--- src/rtl/nor_seq_pkg.sv ---
package nor_seq_pkg;

    typedef enum logic [2:0] {
        OP_READ = 3'd0,
        OP_PROG = 3'd1,
        OP_SECT = 3'd2,
        OP_CHIP = 3'd3,
        OP_ID   = 3'd4,
        OP_COPY = 3'd5
    } op_e;

    typedef enum logic [2:0] {
        AS_UA,
        AS_UB,
        AS_IA,
        AS_IB,
        AS_TGT,
        AS_SEC,
        AS_BASE
    } asel_e;

    typedef struct packed {
        asel_e      asel;
        logic       host_data;
        logic [7:0] data;
    } step_t;

    typedef enum logic [1:0] {
        B_IDLE,
        B_ACT,
        B_GAP
    } bus_st_e;

    typedef enum logic [2:0] {
        C_IDLE,
        C_FETCH,
        C_CHECK,
        C_CMD,
        C_POLL,
        C_IDRD,
        C_RESET,
        C_DONE
    } ctrl_st_e;

    localparam logic [7:0] CB_UNLK1 = 8'hAA;
    localparam logic [7:0] CB_UNLK2 = 8'h55;
    localparam logic [7:0] CB_PROG  = 8'hA0;
    localparam logic [7:0] CB_ERASE = 8'h80;
    localparam logic [7:0] CB_SECT  = 8'h30;
    localparam logic [7:0] CB_CHIP  = 8'h10;
    localparam logic [7:0] CB_ID    = 8'h90;
    localparam logic [7:0] CB_RST   = 8'hF0;
    localparam logic [7:0] ERASED   = 8'hFF;

    function automatic logic op_valid(input logic [2:0] code);
        return code <= 3'd5;
    endfunction

    function automatic step_t mk(input asel_e a, input logic hd, input logic [7:0] d);
        step_t s;
        s.asel      = a;
        s.host_data = hd;
        s.data      = d;
        return s;
    endfunction

    function automatic logic [2:0] seq_len(input op_e op);
        case (op)
            OP_PROG, OP_COPY: return 3'd4;
            OP_SECT, OP_CHIP: return 3'd6;
            OP_ID:            return 3'd3;
            default:          return 3'd1;
        endcase
    endfunction

    function automatic step_t seq_step(input op_e op, input logic [2:0] idx);
        step_t s;
        s = mk(AS_BASE, 1'b0, CB_RST);
        case (op)
            OP_PROG, OP_COPY: begin
                case (idx)
                    3'd0:    s = mk(AS_UA, 1'b0, CB_UNLK1);
                    3'd1:    s = mk(AS_UB, 1'b0, CB_UNLK2);
                    3'd2:    s = mk(AS_UA, 1'b0, CB_PROG);
                    default: s = mk(AS_TGT, 1'b1, 8'h00);
                endcase
            end
            OP_SECT, OP_CHIP: begin
                case (idx)
                    3'd0, 3'd3: s = mk(AS_UA, 1'b0, CB_UNLK1);
                    3'd1, 3'd4: s = mk(AS_UB, 1'b0, CB_UNLK2);
                    3'd2:       s = mk(AS_UA, 1'b0, CB_ERASE);
                    default:    s = (op == OP_SECT) ? mk(AS_SEC, 1'b0, CB_SECT)
                                                    : mk(AS_UA, 1'b0, CB_CHIP);
                endcase
            end
            OP_ID: begin
                case (idx)
                    3'd0:    s = mk(AS_IA, 1'b0, CB_UNLK1);
                    3'd1:    s = mk(AS_IB, 1'b0, CB_UNLK2);
                    default: s = mk(AS_IA, 1'b0, CB_ID);
                endcase
            end
            default: s = mk(AS_BASE, 1'b0, CB_RST);
        endcase
        return s;
    endfunction

endpackage

--- src/rtl/nor_bus_engine.sv ---
module nor_bus_engine
    import nor_seq_pkg::*;
#(
    parameter int ADDR_W = 22,
    parameter int WR_CYC = 4,
    parameter int RD_CYC = 3
) (
    input  logic              clk,
    input  logic              rst,
    input  logic              start,
    input  logic              wr,
    input  logic [ADDR_W-1:0] addr,
    input  logic [7:0]        wdata,
    output logic              done,
    output logic [7:0]        rdata,
    output logic [ADDR_W-1:0] fl_addr,
    output logic [7:0]        fl_dq_out,
    output logic              fl_dq_oe,
    input  logic [7:0]        fl_dq_in,
    output logic              fl_ce_n,
    output logic              fl_we_n,
    output logic              fl_oe_n
);
    localparam int MAXC = (WR_CYC > RD_CYC) ? WR_CYC : RD_CYC;
    localparam int CW   = $clog2(MAXC + 1);
    localparam logic [CW-1:0] WL = CW'(WR_CYC - 1);
    localparam logic [CW-1:0] RL = CW'(RD_CYC - 1);

    bus_st_e           st;
    logic [CW-1:0]     cnt;
    logic              wr_q;
    logic [ADDR_W-1:0] addr_q;
    logic [7:0]        wdata_q;
    logic [7:0]        rdata_q;
    logic              done_q;
    logic [CW-1:0]     last;

    assign last = wr_q ? WL : RL;

    always_ff @(posedge clk) begin
        if (rst) begin
            st      <= B_IDLE;
            cnt     <= '0;
            wr_q    <= 1'b0;
            addr_q  <= '0;
            wdata_q <= '0;
            rdata_q <= '0;
            done_q  <= 1'b0;
        end else begin
            done_q <= 1'b0;
            case (st)
                B_IDLE: if (start) begin
                    wr_q    <= wr;
                    addr_q  <= addr;
                    wdata_q <= wdata;
                    cnt     <= '0;
                    st      <= B_ACT;
                end
                B_ACT: begin
                    if (cnt == last) begin
                        if (!wr_q) rdata_q <= fl_dq_in;
                        st <= B_GAP;
                    end else begin
                        cnt <= cnt + 1'b1;
                    end
                end
                default: begin
                    st     <= B_IDLE;
                    done_q <= 1'b1;
                end
            endcase
        end
    end

    assign fl_ce_n   = (st != B_ACT);
    assign fl_oe_n   = !((st == B_ACT) && !wr_q);
    assign fl_we_n   = !((st == B_ACT) && wr_q && (cnt != '0) && (cnt != last));
    assign fl_dq_oe  = (st == B_ACT) && wr_q;
    assign fl_addr   = addr_q;
    assign fl_dq_out = wdata_q;
    assign done      = done_q;
    assign rdata     = rdata_q;

    p_we_in_ce_r9: assert property (@(posedge clk) disable iff (rst)
        !fl_we_n |-> (!fl_ce_n && fl_dq_oe))
        else $error("write strobe outside a selected write cycle");

    p_oe_we_excl_r9: assert property (@(posedge clk) disable iff (rst)
        !(!fl_we_n && !fl_oe_n))
        else $error("write and output enable both active");

    p_addr_hold_r9: assert property (@(posedge clk) disable iff (rst)
        (!fl_ce_n && $past(!fl_ce_n)) |-> ($stable(fl_addr) && $stable(fl_dq_out)))
        else $error("address or data moved inside a bus cycle");

    p_gap_r9: assert property (@(posedge clk) disable iff (rst)
        $rose(fl_ce_n) |=> fl_ce_n)
        else $error("no idle clock between bus cycles");

endmodule

--- src/rtl/nor_seq_ctrl.sv ---
module nor_seq_ctrl
    import nor_seq_pkg::*;
#(
    parameter int          ADDR_W      = 22,
    parameter int          SEC_W       = 16,
    parameter int          BLOCK_BYTES = 65536,
    parameter logic [15:0] UNLOCK_A    = 16'h0555,
    parameter logic [15:0] UNLOCK_B    = 16'h02AA,
    parameter logic [15:0] ID_A        = 16'h5555,
    parameter logic [15:0] ID_B        = 16'hAAAA,
    parameter logic [ADDR_W-1:0] BASE_ADDR = '0
) (
    input  logic              clk,
    input  logic              rst,
    input  logic              req_valid,
    output logic              req_ready,
    input  logic [2:0]        req_op,
    input  logic [ADDR_W-1:0] req_addr,
    input  logic [7:0]        req_data,
    output logic              busy,
    output logic              done,
    output logic [7:0]        rsp_data,
    output logic [15:0]       rsp_id,
    input  logic              src_valid,
    output logic              src_ready,
    input  logic [7:0]        src_data,
    output logic              bus_start,
    output logic              bus_wr,
    output logic [ADDR_W-1:0] bus_addr,
    output logic [7:0]        bus_wdata,
    input  logic              bus_done,
    input  logic [7:0]        bus_rdata
);
    localparam int CNT_W = (BLOCK_BYTES > 1) ? $clog2(BLOCK_BYTES) : 1;
    localparam logic [CNT_W-1:0]  LAST_BYTE = CNT_W'(BLOCK_BYTES - 1);
    localparam logic [ADDR_W-1:0] SEC_MASK  = {ADDR_W{1'b1}} << SEC_W;
    localparam logic [ADDR_W-1:0] UA = ADDR_W'(UNLOCK_A);
    localparam logic [ADDR_W-1:0] UB = ADDR_W'(UNLOCK_B);
    localparam logic [ADDR_W-1:0] IA = ADDR_W'(ID_A);
    localparam logic [ADDR_W-1:0] IB = ADDR_W'(ID_B);

    ctrl_st_e          st;
    op_e               op_q;
    logic [ADDR_W-1:0] tgt_q;
    logic [7:0]        data_q;
    logic [7:0]        rdata_q;
    logic [7:0]        vendor_q;
    logic [15:0]       id_q;
    logic [2:0]        step_q;
    logic [1:0]        id_ph;
    logic [CNT_W-1:0]  byte_cnt;
    logic              pending;

    step_t             cur;
    logic              on_bus;
    logic              last_step;
    logic              is_erase;
    logic [7:0]        poll_exp;
    logic [ADDR_W-1:0] sec_base;

    assign cur       = seq_step(op_q, step_q);
    assign last_step = (step_q == seq_len(op_q) - 3'd1);
    assign is_erase  = (op_q == OP_SECT) || (op_q == OP_CHIP);
    assign poll_exp  = is_erase ? ERASED : data_q;
    assign sec_base  = tgt_q & SEC_MASK;
    assign on_bus    = (st == C_CHECK) || (st == C_CMD) || (st == C_POLL) ||
                       (st == C_IDRD)  || (st == C_RESET);
    assign bus_start = on_bus && !pending;
    assign req_ready = (st == C_IDLE);
    assign busy      = (st != C_IDLE);
    assign done      = (st == C_DONE);
    assign src_ready = (st == C_FETCH);
    assign rsp_data  = rdata_q;
    assign rsp_id    = id_q;

    always_comb begin
        bus_wr    = 1'b0;
        bus_addr  = tgt_q;
        bus_wdata = CB_RST;
        case (st)
            C_CMD: begin
                bus_wr    = 1'b1;
                bus_wdata = cur.host_data ? data_q : cur.data;
                case (cur.asel)
                    AS_UA:   bus_addr = UA;
                    AS_UB:   bus_addr = UB;
                    AS_IA:   bus_addr = IA;
                    AS_IB:   bus_addr = IB;
                    AS_SEC:  bus_addr = sec_base;
                    AS_BASE: bus_addr = BASE_ADDR;
                    default: bus_addr = tgt_q;
                endcase
            end
            C_POLL: begin
                if (op_q == OP_SECT)      bus_addr = sec_base;
                else if (op_q == OP_CHIP) bus_addr = BASE_ADDR;
                else                      bus_addr = tgt_q;
            end
            C_IDRD:  bus_addr = BASE_ADDR + ADDR_W'(id_ph == 2'd2);
            C_RESET: begin
                bus_wr   = 1'b1;
                bus_addr = BASE_ADDR;
            end
            default: bus_addr = tgt_q;
        endcase
    end

    always_ff @(posedge clk) begin
        if (rst) begin
            st       <= C_IDLE;
            op_q     <= OP_READ;
            tgt_q    <= '0;
            data_q   <= '0;
            rdata_q  <= '0;
            vendor_q <= '0;
            id_q     <= '0;
            step_q   <= '0;
            id_ph    <= '0;
            byte_cnt <= '0;
            pending  <= 1'b0;
        end else begin
            if (bus_start) pending <= 1'b1;
            if (bus_done)  pending <= 1'b0;
            case (st)
                C_IDLE: if (req_valid && op_valid(req_op)) begin
                    op_q     <= op_e'(req_op);
                    tgt_q    <= req_addr;
                    data_q   <= req_data;
                    step_q   <= '0;
                    id_ph    <= '0;
                    byte_cnt <= '0;
                    case (op_e'(req_op))
                        OP_READ, OP_PROG: st <= C_CHECK;
                        OP_COPY:          st <= C_FETCH;
                        default:          st <= C_CMD;
                    endcase
                end
                C_FETCH: if (src_valid) begin
                    data_q <= src_data;
                    st     <= C_CHECK;
                end
                C_CHECK: if (bus_done) begin
                    rdata_q <= bus_rdata;
                    if (op_q == OP_READ) begin
                        st <= C_DONE;
                    end else if (bus_rdata != data_q) begin
                        step_q <= '0;
                        st     <= C_CMD;
                    end else if (op_q == OP_COPY && byte_cnt != LAST_BYTE) begin
                        byte_cnt <= byte_cnt + 1'b1;
                        tgt_q    <= tgt_q + 1'b1;
                        st       <= C_FETCH;
                    end else begin
                        st <= C_RESET;
                    end
                end
                C_CMD: if (bus_done) begin
                    if (last_step) begin
                        step_q <= '0;
                        st     <= (op_q == OP_ID) ? C_IDRD : C_POLL;
                    end else begin
                        step_q <= step_q + 1'b1;
                    end
                end
                C_POLL: if (bus_done && bus_rdata == poll_exp) begin
                    rdata_q <= bus_rdata;
                    if (op_q == OP_COPY && byte_cnt != LAST_BYTE) begin
                        byte_cnt <= byte_cnt + 1'b1;
                        tgt_q    <= tgt_q + 1'b1;
                        st       <= C_FETCH;
                    end else begin
                        st <= C_RESET;
                    end
                end
                C_IDRD: if (bus_done) begin
                    rdata_q <= bus_rdata;
                    if (id_ph == 2'd0) begin
                        vendor_q <= bus_rdata;
                        id_ph    <= 2'd1;
                    end else begin
                        id_q <= {vendor_q, bus_rdata};
                    end
                    st <= C_RESET;
                end
                C_RESET: if (bus_done) begin
                    if (op_q == OP_ID && id_ph == 2'd1) begin
                        id_ph  <= 2'd2;
                        step_q <= '0;
                        st     <= C_CMD;
                    end else begin
                        st <= C_DONE;
                    end
                end
                default: st <= C_IDLE;
            endcase
        end
    end

    p_accept_r1: assert property (@(posedge clk) disable iff (rst)
        (req_valid && req_ready && op_valid(req_op)) |=> busy)
        else $error("valid request not taken");

    p_bad_op_r1: assert property (@(posedge clk) disable iff (rst)
        (req_valid && req_ready && !op_valid(req_op)) |=> !busy)
        else $error("undefined operation code started work");

    p_prog_differs_r3: assert property (@(posedge clk) disable iff (rst)
        (bus_start && st == C_CMD && cur.host_data) |-> (data_q != rdata_q))
        else $error("program issued for a byte that already matched");

    p_stream_copy_r8: assert property (@(posedge clk) disable iff (rst)
        src_ready |-> (op_q == OP_COPY))
        else $error("stream byte taken outside block copy");

    p_busy_block_r10: assert property (@(posedge clk) disable iff (rst)
        busy |-> !req_ready)
        else $error("ready while busy");

    p_done_pulse_r11: assert property (@(posedge clk) disable iff (rst)
        done |=> (!done && !busy))
        else $error("done longer than one clock");

    p_reset_last_r6: assert property (@(posedge clk) disable iff (rst)
        (done && op_q != OP_READ) |-> $past(st == C_RESET))
        else $error("completion without read-mode write");

endmodule

--- src/rtl/nor_cmd_seq.sv ---
module nor_cmd_seq
    import nor_seq_pkg::*;
#(
    parameter int          ADDR_W      = 22,
    parameter int          SEC_W       = 16,
    parameter int          WR_CYC      = 4,
    parameter int          RD_CYC      = 3,
    parameter int          BLOCK_BYTES = 65536,
    parameter logic [15:0] UNLOCK_A    = 16'h0555,
    parameter logic [15:0] UNLOCK_B    = 16'h02AA,
    parameter logic [15:0] ID_A        = 16'h5555,
    parameter logic [15:0] ID_B        = 16'hAAAA,
    parameter logic [ADDR_W-1:0] BASE_ADDR = '0
) (
    input  logic              clk,
    input  logic              rst,
    input  logic              req_valid,
    output logic              req_ready,
    input  logic [2:0]        req_op,
    input  logic [ADDR_W-1:0] req_addr,
    input  logic [7:0]        req_data,
    output logic              busy,
    output logic              done,
    output logic [7:0]        rsp_data,
    output logic [15:0]       rsp_id,
    input  logic              src_valid,
    output logic              src_ready,
    input  logic [7:0]        src_data,
    output logic [ADDR_W-1:0] fl_addr,
    output logic [7:0]        fl_dq_out,
    output logic              fl_dq_oe,
    input  logic [7:0]        fl_dq_in,
    output logic              fl_ce_n,
    output logic              fl_we_n,
    output logic              fl_oe_n
);
    logic              bus_start;
    logic              bus_wr;
    logic [ADDR_W-1:0] bus_addr;
    logic [7:0]        bus_wdata;
    logic              bus_done;
    logic [7:0]        bus_rdata;

    nor_seq_ctrl #(
        .ADDR_W(ADDR_W), .SEC_W(SEC_W), .BLOCK_BYTES(BLOCK_BYTES),
        .UNLOCK_A(UNLOCK_A), .UNLOCK_B(UNLOCK_B), .ID_A(ID_A), .ID_B(ID_B),
        .BASE_ADDR(BASE_ADDR)
    ) u_ctrl (
        .clk(clk), .rst(rst),
        .req_valid(req_valid), .req_ready(req_ready), .req_op(req_op),
        .req_addr(req_addr), .req_data(req_data),
        .busy(busy), .done(done), .rsp_data(rsp_data), .rsp_id(rsp_id),
        .src_valid(src_valid), .src_ready(src_ready), .src_data(src_data),
        .bus_start(bus_start), .bus_wr(bus_wr), .bus_addr(bus_addr),
        .bus_wdata(bus_wdata), .bus_done(bus_done), .bus_rdata(bus_rdata)
    );

    nor_bus_engine #(
        .ADDR_W(ADDR_W), .WR_CYC(WR_CYC), .RD_CYC(RD_CYC)
    ) u_bus (
        .clk(clk), .rst(rst),
        .start(bus_start), .wr(bus_wr), .addr(bus_addr), .wdata(bus_wdata),
        .done(bus_done), .rdata(bus_rdata),
        .fl_addr(fl_addr), .fl_dq_out(fl_dq_out), .fl_dq_oe(fl_dq_oe),
        .fl_dq_in(fl_dq_in), .fl_ce_n(fl_ce_n), .fl_we_n(fl_we_n),
        .fl_oe_n(fl_oe_n)
    );

endmodule

--- config.mk ---
export PLATFORM = sky130hd
export DESIGN_NAME = nor_cmd_seq
export DESIGN_NICKNAME = d
export VERILOG_FILES = /design/src/rtl/nor_seq_pkg.sv /design/src/rtl/nor_bus_engine.sv /design/src/rtl/nor_seq_ctrl.sv /design/src/rtl/nor_cmd_seq.sv
export SDC_FILE = /design/constraint.sdc
export NUM_CORES = 1
export LEC_CHECK = 0
export BUFFER_PORTS_ARGS = -buffer_cell sky130_fd_sc_hd__buf_2
export CAP_MARGIN = 20
export CORE_MARGIN = 10
export CORE_UTILIZATION = 30
export DETAILED_ROUTE_END_ITERATION = 10
export SLEW_MARGIN = 10
export SYNTH_ARGS = -nofsm -noshare
export SYNTH_HDL_FRONTEND = slang
export SYNTH_SLANG_ARGS = --single-unit
--- constraint.sdc ---
create_clock -name clk -period 2.7 [get_ports clk]
set_clock_uncertainty 0.1 [all_clocks]
set_input_delay 0.135 -clock clk [delete_from_list [all_inputs] [get_ports clk]]
set_output_delay 0.135 -clock clk [all_outputs]
set_load 0.05 [all_outputs]
==> out/metrics.cfg <==
[worst_setup_path]
critPathArrivalTime_ps=2750
crit_path_max_fanout=8
slowest_delay_ps=550
crit_path_end_kind=register
path_delay_family=simple AND/OR/NAND/NOR gates
r2r_slack_ps=130
cp_num_buf_inv=0
worst_ep_required_time_ps=2870
crit_type=register to register
start_kind=register
cp_slowest_cell=and3_1
path_cells=a22o_1 -> nor4_2 -> o31a_2 -> and3_1 -> mux2i_1 -> nor2_1

[power]
max-vdd-ir-drop_mv=0.363
finalPower_mw=8.74
p_leak_nw=3.56
power_density_nw_per_um2=985

[final_layout]
antenna_cells=0
final_common_cell=dfxtp_1
final_cell_mix=dfxtp_1, nor2_1, buf_2, nand2_1, a21oi_1
final_area_um2=8870
syn_to_final_growth_pct=29.7
fill_cells=2285
final_core_util_pct=39.3
drive_gt1_share_pct=22.0
fin_nets=1069

[global_route]
antenna_found_initial=0
grt_pass1_wl_um=34400
grt_pass1_vias=6326
grt_usage_pct=14.7
grt_max_degree=66
grt.overflow.total=0

[logic_synthesis]
synth.mux.area_fraction_pct=7.61
yosys.area.top_type_share_pct=39.5
synth_area_per_cell_um2=8.19
synth_seq_cells=135
syn_inst=836
synth_fp_nets=900
synth_xor_area_share_pct=0.896
synthSimpleGateAreaFrac_pct=24.3
async_reset_ff_share_pct=0
synth.yosys.seq_area_share_pct=39.5
synth_ff_type=dfxtp_1
synth-compound-area-share_pct=20.6
yosys_warnings=0
synth_edf_count=0
synth.area.top_cells=dfxtp_1, mux2i_1, nor2_1
synth_top_family_by_area=simple AND/OR/NAND/NOR gates
yosysUniqueCellTypes=74
syn-cell-area_um2=6840
synth_fa_ha_area_share_pct=2.01
yosys.area.top_type=dfxtp_1

[timing]
setup_viol=0
fin_crit_sh_pct=95.3
layout_min_cycle_time_ps=2570
finalSetupTns_ps=0
slew_headroom_pct=52.3
tightest_slew_ps=715
clock.fmax_mhz=389
rsz0062_at_grt=false
finalHoldViolCount=0
maxSlewViolCount=0

[routing]
wl_per_cell_um=16.7
via_count=6712
drt_first_pass_iters=5
drtAntennaViolNets=0
initialDrtViolationCount=424
wirelength_um=21700
routed_via_density=5.15
route.detailed.drc=0

[cts]
cts_root_buffer=clkbuf_16
cts_tree=yes
htree_levels=4
cts_made_buffers=17
cts_sinks=135
cts_setup_buffers=0
clk_pin_slew_worst_paths_ps=60
clk_latency_ps=420
clockBufferDepth=2

[place]
placed_cell_area_um2=7930
gp_congestion=0.940
post-dp-hpwl_um=16100
port_buffers=114

[die]
die-area_um2=29300
coreArea_um2=22600
chipWidth_um=171
fp.dieH_um=171
ios=115
rows=55
initial_utilization_pct=30.3

[flow_run]
cap_violations=0

[hold_path]
hold_class=input port to register

[outcome]
outcome=complete, no violations

-- logic make-up (layout without fill, tap and decap cells) --
group | count (synthesis) | in the layout
flops | 135 | 135
xor+xnor | 7 | 7
buf+inv | 76 | 258
fa+ha+maj | 11 | 11
simple gates | 339 | 339
mux | 52 | 52
compound gates | 216 | 216
-- metal layers --
layer | wire (um) | global-route usage (%) | share of wire [%]
met4 | 330 | 4.27 | 1.5
met1 | 9910 | 19.6 | 46
met3 | 1660 | 3.96 | 7.6
met2 | 9830 | 22.5 | 45
met5 | 0 | 0 | 0
-- worst min-delay path, cell delays in order --
cell,delay (ps)
buf_2,70
mux2i_1,60
nor2_1,100
a21oi_1,50
nor2_1,70
-- timing repair --
action / 4_1_cts / 5_1_grt
gates resized for setup: 0 / 3
endpoints found under the setup margin: 0 / 28
hold buffers: 37 / 0
endpoints found under the hold margin: 32 / 0
-- layout make-up --
type	instances	area, um2	share of cell area [%]
multi-input cells	625	3810	42.9
flip-flops and latches	135	2700	30.5
repair buffers	198	1330	15.0
clock buffers	17	425	4.79
well taps	285	357	4.02
clock inverters	15	143	1.61
inverters	28	109	1.23
-- state kept, by name (all words and copies together), names as in the netlist, 3 cells and up --
signal and cells:
u_bus.cnt 3, u_bus.fl_addr 22, u_bus.fl_dq_out 8, u_bus.rdata 8
u_ctrl.byte_cnt 16, u_ctrl.data_q 8, u_ctrl.op_q 3, u_ctrl.rsp_data 8
u_ctrl.rsp_id 16, u_ctrl.st 3, u_ctrl.step_q 3, u_ctrl.tgt_q 22
u_ctrl.vendor_q 8
-- Yosys cell counts (all sizes together), types with 4 or more instances --
cell type / number
ha: 11
o22ai: 11
nand4: 12
xnor2: 4
nand2b: 10
buf: 19
o21ai: 44
dfxtp: 135
clkbuf: 29
inv: 28
nor3: 22
a22o: 8
mux2i: 52
a21oi: 71
nand2: 73
nor2: 128
nor3b: 5
o211ai: 13
and2: 8
or4: 4
o32ai: 4
a221o: 10
a211oi: 18
and3: 13
or3: 12
nor2b: 9
nand3: 25
a31oi: 8
nor4: 5
-- where the power goes --
part	internal [mW]	leakage, nW	switching [mW]
sequential	2.29	1.09	0.319
clock	1.29	0.263	0.982
combinational	1.42	2.20	2.44
-- through the flow --
step                cells  hold WS [ps]  setup WS (ps)
floorplan             836           179            121
global placement     1234           275            223
detailed placement   1234           281            159
CTS                  1303          2.61           97.3
global route         1303          27.7           10.7
finish               1303          8.61            127
-- worst paths after layout --
path / cells after the start / from / end
setup reg to reg: 6 / u_bus.rdata[4]$_SDFFE_PP0P_ / u_ctrl.rsp_data[6]$_SDFFE_PP0P_
setup / recovery: 6 / u_bus.rdata[4]$_SDFFE_PP0P_ / u_ctrl.rsp_data[6]$_SDFFE_PP0P_
hold / removal: 5 / req_data[0] / u_ctrl.data_q[0]$_SDFFE_PP0P_
hold reg to reg: 2 / u_bus.fl_dq_out[2]$_SDFFE_PP0P_ / u_bus.fl_dq_out[2]$_SDFFE_PP0P_
Note: power is estimated with default switching activity, not from simulation.
